$ cat src/rtl/card_regfile.sv
module card_regfile #(
  parameter int AW = 11,
  parameter int DW = 8,
  parameter int NSPAN = 4
) (
  input  logic          clk,
  input  logic          rst_n,
  input  logic [AW-1:0] bus_addr,
  input  logic [DW-1:0] bus_wdata,
  input  logic          bus_wr,
  input  logic          bus_rd,
  output logic [DW-1:0] bus_rdata,
  output logic [NSPAN-1:0] xcvr_sel,
  output logic [7:0]    xcvr_addr,
  input  logic [DW-1:0] xcvr_rdata,
  input  logic          irq_event,
  input  logic          framer_irq,
  output logic          irq_n,
  output logic [2:0]    sync_src,
  output logic          test1,
  output logic          test2,
  output logic [2*NSPAN-1:0] leds,
  output logic          rmt_loop,
  output logic          loc_loop
);
  logic in_win, in_loc;
  logic wr_sync, wr_ctl, wr_led, wr_t2, ack;
  logic int_en, fint_en, int_act;

  assign in_win = ~bus_addr[AW-1];
  assign in_loc = bus_addr[AW-1] && (bus_addr[AW-2:2] == '0);
  assign xcvr_addr = bus_addr[7:0];
  assign xcvr_sel = ((bus_rd | bus_wr) && in_win) ? NSPAN'(1) << bus_addr[9:8] : '0;

  assign wr_sync = bus_wr && in_loc && bus_addr[1:0] == 2'd0;
  assign wr_ctl  = bus_wr && in_loc && bus_addr[1:0] == 2'd1;
  assign wr_led  = bus_wr && in_loc && bus_addr[1:0] == 2'd2;
  assign wr_t2   = bus_wr && in_loc && bus_addr[1:0] == 2'd3;
  assign ack     = wr_ctl && bus_wdata[7];

  always_comb begin
    bus_rdata = '0;
    if (in_win)
      bus_rdata = xcvr_rdata;
    else if (in_loc && bus_addr[1:0] == 2'd0)
      bus_rdata = {5'b0, framer_irq, int_act, int_en};
  end

  always_ff @(posedge clk or negedge rst_n) begin
    if (!rst_n) begin
      sync_src <= '0;
      int_en   <= 1'b0;
      fint_en  <= 1'b0;
      test1    <= 1'b0;
      test2    <= 1'b0;
      rmt_loop <= 1'b0;
      loc_loop <= 1'b0;
      leds     <= '0;
      int_act  <= 1'b0;
    end else begin
      if (wr_sync && bus_wdata <= DW'(NSPAN))
        sync_src <= bus_wdata[2:0];
      if (wr_ctl) begin
        int_en   <= bus_wdata[0];
        test1    <= bus_wdata[1];
        fint_en  <= bus_wdata[2];
        rmt_loop <= bus_wdata[5];
        loc_loop <= bus_wdata[6];
      end
      if (wr_led) leds <= bus_wdata;
      if (wr_t2) test2 <= bus_wdata[0];
      if (irq_event) int_act <= 1'b1;
      else if (ack) int_act <= 1'b0;
    end
  end

  assign irq_n = ~((int_en & int_act) | (fint_en & framer_irq));


  sel_onehot_chk: assert property (@(posedge clk) disable iff (!rst_n) $onehot0(xcvr_sel));

  sync_range_chk: assert property (@(posedge clk) disable iff (!rst_n) sync_src <= 3'd4);

  sync_hold_chk: assert property (@(posedge clk) disable iff (!rst_n)
    (wr_sync && bus_wdata > 8'd4) |=> $stable(sync_src));

  ack_clear_chk: assert property (@(posedge clk) disable iff (!rst_n)
    (ack && !irq_event) |=> !int_act);

  event_set_chk: assert property (@(posedge clk) disable iff (!rst_n) irq_event |=> int_act);
endmodule

$ cat config.mk
export PLATFORM = sky130hd
export DESIGN_NAME = card_regfile
export DESIGN_NICKNAME = d
export VERILOG_FILES = /design/src/rtl/card_regfile.sv
export SDC_FILE = /design/constraint.sdc
export NUM_CORES = 1
export LEC_CHECK = 0
export ABC_AREA = 1
export BUFFER_PORTS_ARGS = -buffer_cell sky130_fd_sc_hd__clkbuf_2
export CAP_MARGIN = 25
export CORE_ASPECT_RATIO = 1.5
export CORE_UTILIZATION = 30
export CTS_CLUSTER_DIAMETER = 80
export CTS_CLUSTER_SIZE = 12
export DETAILED_ROUTE_END_ITERATION = 10
export GPL_TIMING_DRIVEN = 0
export PLACE_DENSITY = 0.56
export SLEW_MARGIN = 25
export SYNTH_ARGS = -nofsm -noshare
export SYNTH_HDL_FRONTEND = slang
export SYNTH_SLANG_ARGS = --single-unit
export TNS_END_PERCENT = 1
$ cat constraint.sdc
create_clock -name clk -period 0.82 [get_ports clk]
set_input_delay 0 -clock clk [delete_from_list [all_inputs] [get_ports clk]]
set_output_delay 0 -clock clk [all_outputs]
set_load 0.05 [all_outputs]
======== Yosys cells after proc, flatten, opt, wreduce, memory -nomap -nowiden ========
Index checks and enable logic that the tools add are counted.
cells by class
  eq/ne operators ......................... 3
  mux-type cells .......................... 5
  order comparisons ....................... 1
  bitwise gates (word level) .............. 6
  reduce and logical (&&, ||, !) cells .... 13
  shift operators ......................... 1
operators by type and width
  operator                                                                          number
  1-bit logical AND                                                                 10
  8-bit by 3-bit less-or-equal comparator with 1-bit output, second input constant  1
  8-bit zero test                                                                   1
  8-bit 2-to-1 mux                                                                  1
  2-bit == test, second input constant                                              2
  4-bit 2-to-1 mux                                                                  1
  1-bit by 2-bit << shifter with 4-bit output, first input constant                 1
  3-bit 2-to-1 mux                                                                  1
  1-bit bitwise AND                                                                 2
  2-bit by 1-bit == test with 1-bit output, second input constant                   1
  2-bit zero test                                                                   1
  1-bit 2-to-1 mux                                                                  2
  1-bit NOT                                                                         2
  1-bit bitwise OR                                                                  2
  2-bit nonzero test                                                                1
word-level totals
  word-level logic and storage cells ...... 38
  flip-flop bits (word level) ............. 18

======== Longest topological paths before layout ========
  depth after elaboration ................. 7
  gate-level depth with buffers ........... 8
  depth with buffers taken out ............ 7

======== Worst setup path after synthesis ========
OpenSTA, ideal clock, no wires.
  kind .................................... input -> output
  start ................................... input port bus_addr[10]
  end ..................................... output port bus_rdata[0]
  slack ................................... -0.805 ns
  cell stages on the path ................. 7
  data required time ...................... 0.820 ns
  arrival time ............................ 1.625 ns
  path buffers ............................ 1
  cells stage by stage .................... buf_6 > inv_4 > nor2_4 > nand3_2 > nor2_4 > nand2_1 > o21ai_0
between the ends
  cells in the longest elaborated chain, start to end .. 4
ends and longest elaborated chain
  item                  line  RTL
  start, declared       8     input logic [AW-1:0] bus_addr,
  1-bit logical AND     31    assign in_loc = bus_addr[AW-1] && (bus_addr[AW-2:2] == '0);
  1-bit logical AND     45    else if (in_loc && bus_addr[1:0] == 2'd0)
  3-bit 2-to-1 mux      45
  8-bit 2-to-1 mux (*)  43    if (in_win)
  end, declared         12    output logic [DW-1:0] bus_rdata,
Every way passes the cells marked *; elsewhere a longest branch is shown, timed or not.

======== Worst setup path after layout ========
  start ................................... register int_en
  end ..................................... output port irq_n
between the ends
  cells in the longest elaborated chain, start to end .. 3
ends and longest elaborated chain
  item                    line  RTL
  start, declared         28    logic int_en, fint_en, int_act;
  start signal, assigned  64    int_en <= bus_wdata[0];
  1-bit bitwise AND       77    assign irq_n = ~((int_en & int_act) | (fint_en & framer_irq));
  1-bit bitwise OR        77
  1-bit NOT               77
  end, declared           18    output logic irq_n,
Every way passes these cells.

==> metrics.md <==
| Metric | Value |
|---|---|
| Yosys reg bits | 18 |
| Path category of the worst min-delay check | input port to flip-flop |
| Starting DRT DRC Count | 17 |
| Max clock buf depth | 2 |
| Switch Pwr | roughly 700 uW |
| Gr usage total | ~17% |
| GR Overflow Total | 0 |
| Setup TNS | -1090 ps |
| Clk_lat worst skew | 250 ps |
| Final Routed Wirelength | about 3 mm |
| Post-layout min period | between 1000 and 1500 ps |
| Syn Inst Count | 140 |
| Int Power | approximately 1500 uW |
| Sw Share | between 30 and 40% |
| Fillcell total | ~320 |
| Setup WS pre-CTS | -380 ps |
| Register Area | around 450 sq um |
| Clock Skew | 0 ps |
| Share of cells above drive strength 1 | 53.4% |
| WL per Instance | between 10 and 15 um |
| GPL Wtd Cong | 0.706 |
| Initial core utilization | 31.8% |
| Syn nets | approximately 170 |
| Worst slew pin tran | 443 ps |
| Final Instance Area | between 1500 and 2000 sq um |
| Multi-input logic area | 569 sq um |
| Unrepaired setup endpoints after global routing | yes |
| Core ar. | ~3500 sq um |
| Max cap viols | 0 |
| Root buffer cell | clkbuf_8 |
| Hold Fails Final Rpt | 0 |
| Mapped Area | around 1100 sq um |
| Status | finished, violations left |
| Dpl cell area | around 1600 sq um |
| Register area share after synthesis | 40.7% |
| Syn Area/Cell | between 7 and 8 sq um |
| Vias in the first global route | between 1000 and 1500 |
| Clock sink total | 18 |
| Yosys warnings | 0 |
| Final worst-path cycle share | 126% |
| IR Drop Worst-Case VDD | 1.22 mV |
| Final slew viol count | 0 |
| P&R area growth vs syn | 75.9% |
| Setup CP Type | flip-flop to output pin |
| DRC | 0 |
| Crit. End Element | output pin |
| Fmax | 0.971 GHz |
| Max Fanout on Critical Path | 2 |
| Failing checks | setup timing |
| Routed via count | approximately 1200 |
| Worst Setup Start Kind | flip-flop |
| Setup WS post-layout | -210 ps |
| H-tree levels | 1 |
| Critical Path RT | between 800 and 900 ps |
| First-pass GRT wire length | 5.10 mm |
| Arrival time at the worst endpoint | a little over 1000 ps |
| Die Wd | around 52 um |
| Antenna violations before repair | 0 |
| I/O Buffers | 67 |
| Static leakage | about 0.0010 uW |
| Nets | around 260 |
| Drt first pass iters | 4 |
| Die area | slightly below 4000 sq um |
| Relative slew margins | a little over two thirds |
| I/O pin cnt | between 60 and 70 |
| Clock transition at path regs | roughly 70 ps |
| Logic pwr share | between 20% and 30% |
| Final Core Density | a little under three fifths |
| Antenna viol nets, final | 0 |
| Core Rows | 26 |
| CTS tree | yes |
| Synth cell types | 21 |
| Dpl hpwl | 2.31 mm |
| # diodes | 0 |
| Total CTS buffers | 3 |
| Clk pwr share | between 30 and 40% |
| Via density | ~4.5 |
| DIE HEIGHT | around 76 um |
| Cell Pwr Density | roughly 1100 nW/um^2 |
| Largest net degree at the start of global routing | 19 |
| Sequential power share | between 40% and 50% |
| Setup-failing EPs final | 20 |
[critical path, stage by stage, from the launching register on]
cell and delay, ps:
dfrtp_1 390, inv_2 80, o21ai_1 70, inv_1 90, buf_8 150
[synthesized netlist by cell type]
cell type	count	area share, %
nand4_4	1	1.9
nand3_4	1	1.6
nor3_1	4	1.8
inv_4	1	0.57
nor3_2	1	0.90
buf_4	8	5.4
nand4_1	3	1.7
o21ai_2	9	7.1
inv_1	24	8.1
o21ai_0	5	2.3
nand3_1	4	1.8
nor2_4	3	3.1
nand2_2	3	1.7
dfrtp_1	18	41
nor2_1	16	5.4
nor2_2	1	0.57
buf_6	2	2.0
nand2_1	30	10
nand3_2	1	0.90
a21oi_1	1	0.45
o21ai_1	4	1.8
[cell type report]
class / instances / area share [%]
Buffer: 10 / 4.24
Clock buffer: 4 / 2.83
Inverter: 25 / 4.95
Multi-Input combinational cell: 87 / 29.2
Sequential cell: 18 / 23.1
Tap cell: 42 / 2.70
Timing Repair Buffer: 79 / 32.9
[sequential cells by signal, summed over array words and instances, names as in the netlist]
signal and flops:
rmt_loop 1, sync_src 3, test1 1, test2 1
loc_loop 1, leds 8, int_en 1, int_act 1
fint_en 1
[cells in the final DEF, fill, tap and decap left out]
cell type,n
nand2_1,29
nor2_1,14
nand3_2,1
nor2_2,2
dfrtp_1,18
nand3_4,1
nor3_4,4
dlygate4sd3_1,7
nor3_2,1
o21ai_4,3
clkbuf_2,42
o21ai_0,1
inv_2,2
buf_8,18
o21ai_1,5
buf_6,2
clkbuf_4,4
nand2_2,4
nand3_1,4
clkbuf_8,5
o21ai_2,9
a21oi_1,1
nand4_4,1
buf_4,13
nand4_1,3
nor2_4,4
inv_1,22
buf_2,2
inv_4,1
[cells by family (layout without fill, tap and decap cells)]
family,count (synthesis),in the layout,synth area share [%]
flops,18,18,40.7
compound gates,19,19,11.6
buf+inv,35,118,16.2
simple gates,68,68,31.5
[power by group through the flow]
stage	clock network (uW)	registers, uW	logic [uW]
detailed placement	0	913	544
global route	764	898	659
finish	720	898	613
floorplan	0	930	338
CTS	740	897	606
global placement	0	913	537
[layer usage]
metal	share of wire, %	routed length (um)	vias to the layer above	global-route usage, %
li1	-	-	594	-
met1	36	1080	548	19.2
met2	57	1700	45	30.5
met3	5.7	171	4	2.00
met4	1.1	34	0	4.86
met5	0	0	-	0
[what timing repair did]
item | in CTS | in global routing
setup endpoints to repair | 36 | 41
resized for setup | 46 | 26
cloned | 0 | 0
endpoints found under the hold margin | 24 | 0
pin swaps | 3 | 1
buffers inserted | 3 | 2
hold buffers | 7 | 0
[worst paths after layout]
check / endpoint / slack, ps / start / cells past startpoint
max: irq_n / -210 / int_en / 4
min: leds[7] / 20 / bus_wdata[7] / 3
max reg2reg: fint_en / 70 / fint_en / 3
min reg2reg: sync_src[0] / 530 / sync_src[0] / 2
max in group asynchronous: leds[7] / 300 / rst_n / 2
min in group asynchronous: leds[0] / 220 / rst_n / 2
[through the flow]
| stage | hold WS (ps) | std cells | power (uW) |
|---|---|---|---|
| after global routing | 17.1 | 265 | 2320 |
| after CTS | 17.3 | 263 | 2240 |
| final | 16.8 | 265 | 2230 |
| after detailed placement | -33.8 | 249 | 1460 |
| after floorplan | -296 | 140 | 1270 |
| after global placement | -40.4 | 249 | 1450 |
Power figures use the tool's default switching activity.
